**config.mk**
```make
export PLATFORM = sky130hd
export DESIGN_NAME = cfg_space_target
export DESIGN_NICKNAME = d
export VERILOG_FILES = /design/src/rtl/cfg_pkg.sv /design/src/rtl/cfg_addr_decode.sv /design/src/rtl/cfg_handshake.sv /design/src/rtl/cfg_regfile.sv /design/src/rtl/cfg_space_target.sv
export SDC_FILE = /design/constraint.sdc
export NUM_CORES = 2
export LEC_CHECK = 0
export BUFFER_PORTS_ARGS = -buffer_cell sky130_fd_sc_hd__buf_4
export CAP_MARGIN = 10
export CORE_MARGIN = 3
export CORE_UTILIZATION = 40
export CTS_BUF_LIST = sky130_fd_sc_hd__clkbuf_4 sky130_fd_sc_hd__clkbuf_8
export DETAILED_ROUTE_END_ITERATION = 12
export SLEW_MARGIN = 20
export SYNTH_ARGS = -nofsm -noshare
export SYNTH_HDL_FRONTEND = slang
export SYNTH_SLANG_ARGS = --single-unit
```
**constraint.sdc**
```tcl
create_clock -name clk -period 3.8 [get_ports clk]
set_input_delay 0.57 -clock clk [delete_from_list [all_inputs] [get_ports clk]]
set_output_delay 0.57 -clock clk [all_outputs]
set_load 0.02 [all_outputs]
```
**src/rtl/cfg_pkg.sv**
```systemverilog
package cfg_pkg;

  typedef enum logic [2:0] {
    ST_IDLE,
    ST_WAIT,
    ST_DEV,
    ST_XFER,
    ST_STOP,
    ST_TURN
  } tgt_state_e;

  localparam logic [3:0] CMD_CFG_READ  = 4'b1010;
  localparam logic [3:0] CMD_CFG_WRITE = 4'b1011;

  function automatic logic cmd_is_cfg(input logic [3:0] cmd);
    return (cmd == CMD_CFG_READ) || (cmd == CMD_CFG_WRITE);
  endfunction

  // expand active-low byte enables into a 32-bit lane mask
  function automatic logic [31:0] lane_mask(input logic [3:0] be_n);
    logic [31:0] m;
    for (int b = 0; b < 4; b++) m[8*b +: 8] = {8{~be_n[b]}};
    return m;
  endfunction

  // new word value after a byte-enabled write restricted to writable bits
  function automatic logic [31:0] merge_write(input logic [31:0] old_w,
                                              input logic [31:0] new_w,
                                              input logic [3:0]  be_n,
                                              input logic [31:0] wmask);
    logic [31:0] m;
    m = lane_mask(be_n) & wmask;
    return (old_w & ~m) | (new_w & m);
  endfunction

endpackage

```
**src/rtl/cfg_addr_decode.sv**
```systemverilog
module cfg_addr_decode #(
  parameter int IDX_W = 6
) (
  input  logic             clk,
  input  logic             rst_n,
  input  logic             accept,
  input  logic             frame_n,
  input  logic             idsel,
  input  logic             loading,
  input  logic [3:0]       cbe_n,
  input  logic [7:0]       ad_lo,
  output logic             addr_hit,
  output logic [IDX_W-1:0] idx_q,
  output logic             wr_q,
  output logic             load_q
);
  import cfg_pkg::*;

  logic frame_prev_n;
  logic frame_fall;

  assign frame_fall = frame_prev_n && !frame_n;
  assign addr_hit   = accept && frame_fall && idsel &&
                      cmd_is_cfg(cbe_n) && (ad_lo[1:0] == 2'b00);

  always_ff @(posedge clk or negedge rst_n) begin
    if (!rst_n) begin
      frame_prev_n <= 1'b1;
      idx_q        <= '0;
      wr_q         <= 1'b0;
      load_q       <= 1'b0;
    end else begin
      frame_prev_n <= frame_n;
      if (addr_hit) begin
        idx_q  <= ad_lo[2 +: IDX_W];
        wr_q   <= (cbe_n == CMD_CFG_WRITE);
        load_q <= loading;
      end
    end
  end

endmodule

```
**src/rtl/cfg_handshake.sv**
```systemverilog
module cfg_handshake (
  input  logic               clk,
  input  logic               rst_n,
  input  logic               addr_hit,
  input  logic               load_q,
  input  logic               frame_n,
  input  logic               irdy_n,
  output cfg_pkg::tgt_state_e state_q,
  output logic               accept,
  output logic               xfer_done,
  output logic               devsel_n,
  output logic               trdy_n,
  output logic               stop_n,
  output logic               ctl_oe
);
  import cfg_pkg::*;

  tgt_state_e state_d;
  logic       burst_q;

  assign accept    = (state_q == ST_IDLE) || (state_q == ST_TURN);
  assign xfer_done = (state_q == ST_XFER) && !irdy_n;

  always_comb begin
    state_d = state_q;
    unique case (state_q)
      ST_IDLE: if (addr_hit) state_d = ST_WAIT;
      ST_WAIT: state_d = ST_DEV;
      ST_DEV:  state_d = load_q ? ST_STOP : ST_XFER;
      ST_XFER: if (!irdy_n) state_d = frame_n ? ST_TURN : ST_STOP;
      ST_STOP: if (frame_n) state_d = ST_TURN;
      ST_TURN: state_d = addr_hit ? ST_WAIT : ST_IDLE;
      default: state_d = ST_IDLE;
    endcase
  end

  always_ff @(posedge clk or negedge rst_n) begin
    if (!rst_n) begin
      state_q <= ST_IDLE;
      burst_q <= 1'b0;
    end else begin
      state_q <= state_d;
      if (state_q == ST_DEV) burst_q <= !frame_n;
    end
  end

  assign ctl_oe   = (state_q == ST_DEV) || (state_q == ST_XFER) ||
                    (state_q == ST_STOP) || (state_q == ST_TURN);
  assign devsel_n = !((state_q == ST_DEV) || (state_q == ST_XFER) ||
                      (state_q == ST_STOP));
  assign trdy_n   = !(state_q == ST_XFER);
  assign stop_n   = !((state_q == ST_STOP) ||
                      ((state_q == ST_XFER) && burst_q));

endmodule

```
**src/rtl/cfg_regfile.sv**
```systemverilog
module cfg_regfile #(
  parameter int          N_DW       = 64,
  parameter logic [15:0] VENDOR_ID  = 16'h1D0F,
  parameter logic [15:0] DEVICE_ID  = 16'h7A31,
  parameter logic [7:0]  REV_ID     = 8'h03,
  parameter logic [23:0] CLASS_CODE = 24'h028000,
  parameter logic [7:0]  INT_PIN    = 8'h01,
  parameter logic [7:0]  MIN_GNT    = 8'h18,
  parameter logic [7:0]  MAX_LAT    = 8'h38,
  parameter logic [15:0] CMD_WMASK  = 16'h0147,
  localparam int         IDX_W      = $clog2(N_DW)
) (
  input  logic             clk,
  input  logic             rst_n,
  input  logic             wr_en,
  input  logic [IDX_W-1:0] idx,
  input  logic [3:0]       be_n,
  input  logic [31:0]      wdata,
  output logic [31:0]      rdata
);
  import cfg_pkg::*;

  function automatic logic [31:0] word_wmask(input int i);
    case (i)
      1:       return {16'h0000, CMD_WMASK};
      3:       return 32'h0000_FFFF;
      4, 5:    return 32'hFFFF_FFE0;
      15:      return 32'h0000_00FF;
      default: return 32'h0;
    endcase
  endfunction

  function automatic logic [31:0] word_fixed(input int i);
    case (i)
      0:       return {DEVICE_ID, VENDOR_ID};
      1:       return 32'h0080_0000;
      2:       return {CLASS_CODE, REV_ID};
      4:       return 32'h0000_0001;
      15:      return {MAX_LAT, MIN_GNT, INT_PIN, 8'h00};
      default: return 32'h0;
    endcase
  endfunction

  logic [31:0] wmask_tbl [N_DW];
  logic [31:0] fixed_tbl [N_DW];
  logic [31:0] store_q   [N_DW];

  for (genvar g = 0; g < N_DW; g++) begin : g_tbl
    assign wmask_tbl[g] = word_wmask(g);
    assign fixed_tbl[g] = word_fixed(g);
  end

  always_ff @(posedge clk or negedge rst_n) begin
    if (!rst_n) begin
      for (int i = 0; i < N_DW; i++) store_q[i] <= '0;
    end else if (wr_en) begin
      store_q[idx] <= merge_write(store_q[idx], wdata, be_n, wmask_tbl[idx]);
    end
  end

  assign rdata = (store_q[idx] & wmask_tbl[idx]) | fixed_tbl[idx];

endmodule

```
**src/rtl/cfg_space_target.sv**
```systemverilog
module cfg_space_target #(
  parameter int          N_DW       = 64,
  parameter logic [15:0] VENDOR_ID  = 16'h1D0F,
  parameter logic [15:0] DEVICE_ID  = 16'h7A31,
  parameter logic [7:0]  REV_ID     = 8'h03,
  parameter logic [23:0] CLASS_CODE = 24'h028000,
  parameter logic [7:0]  INT_PIN    = 8'h01,
  parameter logic [7:0]  MIN_GNT    = 8'h18,
  parameter logic [7:0]  MAX_LAT    = 8'h38
) (
  input  logic        clk,
  input  logic        rst_n,
  input  logic        loading,
  input  logic        idsel,
  input  logic        frame_n,
  input  logic        irdy_n,
  input  logic [3:0]  cbe_n,
  input  logic [31:0] ad_in,
  output logic [31:0] ad_out,
  output logic        ad_oe,
  output logic        devsel_n,
  output logic        trdy_n,
  output logic        stop_n,
  output logic        ctl_oe
);
  import cfg_pkg::*;

  localparam int IDX_W = $clog2(N_DW);

  tgt_state_e       state_q;
  logic             accept;
  logic             addr_hit;
  logic             xfer_done;
  logic             wr_commit;
  logic             wr_q;
  logic             load_q;
  logic [IDX_W-1:0] idx_q;
  logic [31:0]      rd_word;

  cfg_addr_decode #(.IDX_W(IDX_W)) i_dec (
    .clk      (clk),
    .rst_n    (rst_n),
    .accept   (accept),
    .frame_n  (frame_n),
    .idsel    (idsel),
    .loading  (loading),
    .cbe_n    (cbe_n),
    .ad_lo    (ad_in[7:0]),
    .addr_hit (addr_hit),
    .idx_q    (idx_q),
    .wr_q     (wr_q),
    .load_q   (load_q)
  );

  cfg_handshake i_hs (
    .clk       (clk),
    .rst_n     (rst_n),
    .addr_hit  (addr_hit),
    .load_q    (load_q),
    .frame_n   (frame_n),
    .irdy_n    (irdy_n),
    .state_q   (state_q),
    .accept    (accept),
    .xfer_done (xfer_done),
    .devsel_n  (devsel_n),
    .trdy_n    (trdy_n),
    .stop_n    (stop_n),
    .ctl_oe    (ctl_oe)
  );

  assign wr_commit = xfer_done && wr_q;

  cfg_regfile #(
    .N_DW       (N_DW),
    .VENDOR_ID  (VENDOR_ID),
    .DEVICE_ID  (DEVICE_ID),
    .REV_ID     (REV_ID),
    .CLASS_CODE (CLASS_CODE),
    .INT_PIN    (INT_PIN),
    .MIN_GNT    (MIN_GNT),
    .MAX_LAT    (MAX_LAT)
  ) i_rf (
    .clk   (clk),
    .rst_n (rst_n),
    .wr_en (wr_commit),
    .idx   (idx_q),
    .be_n  (cbe_n),
    .wdata (ad_in),
    .rdata (rd_word)
  );

  assign ad_oe  = (state_q == ST_XFER) && !wr_q;
  assign ad_out = ad_oe ? rd_word : 32'h0;

endmodule

```
# Word level (Yosys, flattened, before mapping)
# Memories as Yosys holds them, arrays and structs flattened.
# Cells that the tools add are included.
dict set report word_totals {
  regBits 2061
  romBits 4096
  input_bits 42
  out_inout_bits 37
  wordCells 139
  mem_count 2
}
dict set report op_classes {
  magnitude_cmp 2
  eq_ne 10
  muxes 18
  n_bitwise 12
  reduce_logical 25
}
# name depth word_bits read_ports rd_ports_with_merged_regs write_ports line
set mem_list {}
lappend mem_list {{(no name shown)} 64 32 1 0 0 cfg_regfile.sv:61} ;# assign rdata = (store_q[idx] & wmask_tbl[idx]) | fixed_tbl[idx];
lappend mem_list {{(no name shown)} 64 32 1 0 0 cfg_regfile.sv:61}
# cell n
set op_table {}
lappend op_table {{2048-bit bitwise mux} 1}
lappend op_table {{32-bit two-way mux} 8}
lappend op_table {{32-bit binary-select mux with 6-bit select} 1}
lappend op_table {{32-bit demux with 6-bit select} 1}
lappend op_table {{32-bit bitwise AND} 4}
lappend op_table {{32-bit OR} 2}
lappend op_table {{32-bit inverter} 1}
lappend op_table {{3-bit case mux with 6 select lines} 1}
lappend op_table {{3-bit two-way mux} 4}
lappend op_table {{1-bit logical AND} 10}
lappend op_table {{4-bit equality test (second input constant)} 2}
lappend op_table {{7-bit >= comparator (second input constant)} 1}
lappend op_table {{7-bit by 1-bit less-than comparator with 1-bit output (second input constant)} 1}
lappend op_table {{6-bit inverter with 7-bit output} 1}
lappend op_table {{3-bit by 2-bit equality test with 1-bit output (second input constant)} 2}
lappend op_table {{3-bit equality test (second input constant)} 2}
lappend op_table {{1-bit logical NOT} 6}
lappend op_table {{1-bit logical OR} 6}
lappend op_table {{2-bit inequality test (second input constant)} 2}
lappend op_table {{1-bit inverter} 4}
lappend op_table {{3-bit by 1-bit equality test with 1-bit output (second input constant)} 1}
lappend op_table {{3-bit logical NOT} 1}
lappend op_table {{3-bit AND reduction} 1}
lappend op_table {{2-bit logical NOT} 1}
lappend op_table {{2 further kinds} 3}

# Longest topological paths before layout
dict set report depth {
  word_depth 9
  ltp_mapped 14
  depth_no_buf 7
}

# Modules after synthesis
# Synthesis repeated with hierarchy kept, for this count alone.
dict set report hier_totals {
  cells_unflattened 6633
  hier_area_um2 78942.0
}
# module n_inst cells_per_inst area_each_um2 seq_area_each_um2
set modules_own_cells {}
lappend modules_own_cells {cfg_regfile 1 6538 78018.6 51249.2}
lappend modules_own_cells {cfg_addr_decode 1 21 354.1 226.5}
lappend modules_own_cells {cfg_handshake 1 37 297.8 100.1}
lappend modules_own_cells {cfg_space_target 1 37 271.5 0.0}

# Least setup slack after synthesis
# No wires, ideal clock.
dict set report synth_timing {
  path_kind {register to output}
  start {reg i_dec.idx_q[2]}
  end {out ad_out[8]}
  t_arrival_ps 2731
  required_ps 3230
  path_slack_ps 499
  path_stages_with_launch 12
  path_buffers 4
  path_cell_list {dfrtp_1 -> buf_6 -> nor2_1 -> buf_2 -> buf_1 -> buf_1 -> a22oi_1 -> o22ai_1 -> o21ai_0 -> nor4b_1 -> nor2b_1 -> o41ai_1}
}
dict set report synth_via {
  elab_chain_len 7
  word_cells_on_any_way 13
  classes_between {mux: 8; bitwise: 3; memory: 2}
}
# item line
set synth_rtl {}
lappend synth_rtl {{start: declaration} cfg_addr_decode.sv:13} ;# output logic [IDX_W-1:0] idx_q,
lappend synth_rtl {{start signal: assignment} cfg_addr_decode.sv:35} ;# idx_q <= ad_lo[2 +: IDX_W];
lappend synth_rtl {{6-bit inverter with 7-bit output (implied by the code) (*)} cfg_regfile.sv:61}
lappend synth_rtl {{memory read 64 x 32 bit or 32-bit binary-select mux with 6-bit select (tied branches)} n/a}
lappend synth_rtl {{32-bit two-way mux (implied by the code) (2 in a row)} cfg_regfile.sv:61}
lappend synth_rtl {{32-bit bitwise AND} cfg_regfile.sv:61}
lappend synth_rtl {{32-bit OR (*)} cfg_regfile.sv:61}
lappend synth_rtl {{32-bit two-way mux (*)} cfg_space_target.sv:93} ;# assign ad_out = ad_oe ? rd_word : 32'h0;
lappend synth_rtl {{end: declaration} cfg_space_target.sv:19} ;# output logic [31:0] ad_out,
# Every way passes the cells marked *; elsewhere a longest branch is shown, timed or not. The select of a mux whose other input is x is not followed.

# Worst setup path in the final report
dict set report layout_timing {
  start {reg i_dec.idx_q[0]}
  end {out ad_out[3]}
}
# The elaborated chain is that of the path after synthesis.

==> summary.txt <==
Global route
  • First-pass GRT wire length: around 310000 um
  • Largest net degree at the start of global routing: 156
  • Initial antenna violation count: 7
  • Grt ovf: 0
  • Gr usage total: 20.36%
  • Vias in the first global route: ~47000

STA
  • F_max: roughly 220 MHz
  • Max Slew Vio Count: 0
  • Part of the cycle the worst path needs: 118.5%
  • Min Tclk post-route: 4502 ps
  • Final hold vios: 0
  • Final setup fails: 32
  • RSZ-0062 raised after global routing: true
  • Slew HR: 37.85%
  • Final setup margin: -701.9 ps
  • Worst-margin pin slew: ~930 ps
  • Setup Skew: 94.92 ps

Final layout
  • Layout area overhead: 12.79%
  • Non-Filler Instances: 8288
  • Commonest non-fill, non-tap cell in the layout: dfrtp_1
  • Layout net count: 5447
  • Most frequent cells in the layout: dfrtp_1 (2057), buf_4 (432), clkbuf_8 (424)
  • Fin util: approximately 46%
  • Share of layout cells above drive strength 1: between 30% and 40%

Critical path
  • Worst R2R Start: i_dec.idx_q[0]$_DFFE_PN0P_
  • CP Capture Type: output port
  • Critical Path RT: between 3000 and 4000 ps
  • FF-to-FF setup slack: ~50 ps
  • CP Class: reg -> out
  • Arrival @ worst endpoint: about 3900 ps
  • Worst R2R End: i_rf.store_q[1634]$_DFFE_PN0P_
  • Crit-path max FO: 23
  • Worst setup SP type: register
  • FF-to-FF path depth: 20

CTS
  • Num CTS Buffers: 338
  • Sink Count: between 2000 and 2500
  • Clock Path Buffers: 4
  • CTS tree: yes
  • Skew-Pair Late Insertion Delay: 1060 ps
  • H-tree depth: 5
  • Root buf cell: clkbuf_8
  • Clock-pin slew on the worst setup and hold paths: 70 ps

Synth
  • Post-synthesis sequential area ratio: between 60% and 70%
  • Async S/R FF share, synth: 100.0%
  • Post-synth top area share: between 60% and 70%
  • Syn nets: 6683
  • Syn Inst Count: approximately 6600
  • Syn avg cell area: 12.06 um2
  • Register bit total from synthesis: between 2000 and 2500
  • Synth area leader: dfrtp_1
  • Post-synth EDFFs: 0
  • Ranking of synthesized cells by area: dfrtp_1 (64%), clkbuf_1 (9.4%), mux2i_1 (4.1%)
  • Synth unique cells: 84
  • Yosys warns: 0
  • Area of the mapped netlist: around 80000 um2
  • Main synth FF type: dfrtp_1

Power
  • Total power: 48750 uW
  • Pleak: ~0.045 uW
  • Peak supply drop: ~0.00037 V
  • Power per cell area: 540.0 nW/um2

Floorplan
  • Core area: between 150000 and 200000 um2
  • Initial core utilization: approximately two fifths
  • Die width: ~450 um
  • Die Y: roughly 450 um
  • Die Area: 205500 um2
  • Row Count: between 150 and 200
  • I/O pin cnt: 79

Routing
  • Pre-antenna DRT Iters: 7
  • Post-Route WL: ~210000 um
  • Vias per std cell: 5.132
  • DR vias: ~43000
  • Remaining antenna violation count: 0
  • Avg WL per Cell: approximately 25 um
  • DRC errors left: 0
  • Number of DRC markers in iteration 0: 3186

Worst hold path
  • WHS Endpoint: i_rf.store_q[1868]$_DFFE_PN0P_
  • Hold Crit Class: in -> reg
  • Hold path start: cbe_n[1]
  • Hold path cells: 3

Run status
  • Status: finished with violations
  • Failing checks: setup timing

Flow run
  • Max Cap Viol: 0

Place
  • RePlAce Congestion: approximately 0.85
  • Port Buf Inserts: 78
  • Detail Placement HPWL: roughly 130000 um
  • Cells after DPL: 7554
[synthesized netlist by cell type (all sizes together) (16+ instances only)]
library cell	count
a221o	48
nand3	44
nand3b	53
mux2i	329
mux2	207
buf	242
nand2b	24
o2bb2ai	52
a32o	24
mux4	144
nand2	181
a21oi	174
a22oi	108
a31oi	35
dfrtp	2060
o31ai	28
clkbuf	1996
o22ai	72
a211o	25
o21ai	171
nor4	16
nor2	171
a22o	83
a211oi	45
o221ai	16
a221oi	77
nor2b	16
[worst max-delay path by stage]
stage / from / to / slack [ps]
after floorplan: i_dec.idx_q[2]$_DFFE_PN0P_ / ad_out[8] / 500
after global placement: i_dec.idx_q[2]$_DFFE_PN0P_ / ad_out[4] / -190
after detailed placement: i_dec.idx_q[2]$_DFFE_PN0P_ / ad_out[4] / -200
after CTS: i_dec.idx_q[0]$_DFFE_PN0P_ / ad_out[11] / -820
after global routing: i_dec.idx_q[0]$_DFFE_PN0P_ / ad_out[14] / -810
final: i_dec.idx_q[0]$_DFFE_PN0P_ / ad_out[3] / -700
[metrics by stage]
stage | worst slack, ps | cell area (um2) | setup TNS, ps | hold WS, ps
finish | -701.9 | 90290 | -18640 | 108.9
global route | -805.2 | 90290 | -22060 | 95.47
CTS | -823.9 | 89130 | -21320 | 6.453
detailed placement | -204.9 | 79420 | -465.2 | 358.3
global placement | -191.7 | 79420 | -372.7 | 357.0
floorplan | 499.2 | 80050 | 0 | 274.4
[state kept, by name, indices dropped and copies added (netlist names)]
register            cells
i_dec.wr_q              1
i_hs.state_q            3
i_dec.idx_q             6
i_dec.load_q            1
i_hs.burst_q            1
i_rf.store_q         2048
i_dec.frame_prev_n      1
[report_power, final]
part           total [uW]  internal [uW]  leakage, uW  switching (uW)
sequential          22000          22000       0.0288            41.3
clock               20400          11600      0.00378            8770
combinational        6370           2450       0.0124            3920
[cell families after synthesis]
| family | Yosys count | share of synthesized area, % |
|---|---|---|
| AOI/OAI and AO/OA | 1033 | 9.187 |
| xor gates and xnor gates | 3 | 0.03283 |
| adders and majority gates | 2 | 0.03125 |
| buffers and inverters | 2243 | 11.29 |
| DFF | 2061 | 64.43 |
| muxes | 680 | 11.08 |
| and+or+nand+nor | 617 | 3.953 |
[area by class of cell]
cell class | count | area [um2]
timing repair buffer | 662 | 7296
clock inverter | 58 | 551.8
inverter | 5 | 41.29
fill | 17250 | 107900
antenna | 5 | 12.51
clock buffer | 522 | 6571
sequential | 2061 | 51590
multi-input combinational | 2335 | 20930
tap | 2640 | 3303
[critical path, cell delays in order (launching register included)]
cell      delay [ps]
dfrtp_4          530
buf_12           170
buf_16           170
nor2b_4          210
buf_12           180
a221o_1          370
a221oi_1         260
a21oi_1           70
buf_4            160
a211oi_2         200
buf_4            140
o31ai_2           50
buf_4            180
buf_4            160
[layer usage]
metal  share of wire [%]  track usage, %  up-vias
li1                    -               -    18960
met3                 5.9           4.361      416
met1                  44           28.16    21780
met4                 4.4           8.881        4
met5               0.013               0        -
met2                  46           31.06     1377
[what timing repair did]
action,in CTS,in global routing
setup endpoints to repair,32,38
pin swaps,43,61
hold buffers,31,0
resized for setup,266,157
hold endpoints to repair,535,0
setup buffers,57,45
cloned,17,3
Note: power is estimated with default switching activity, not from simulation.
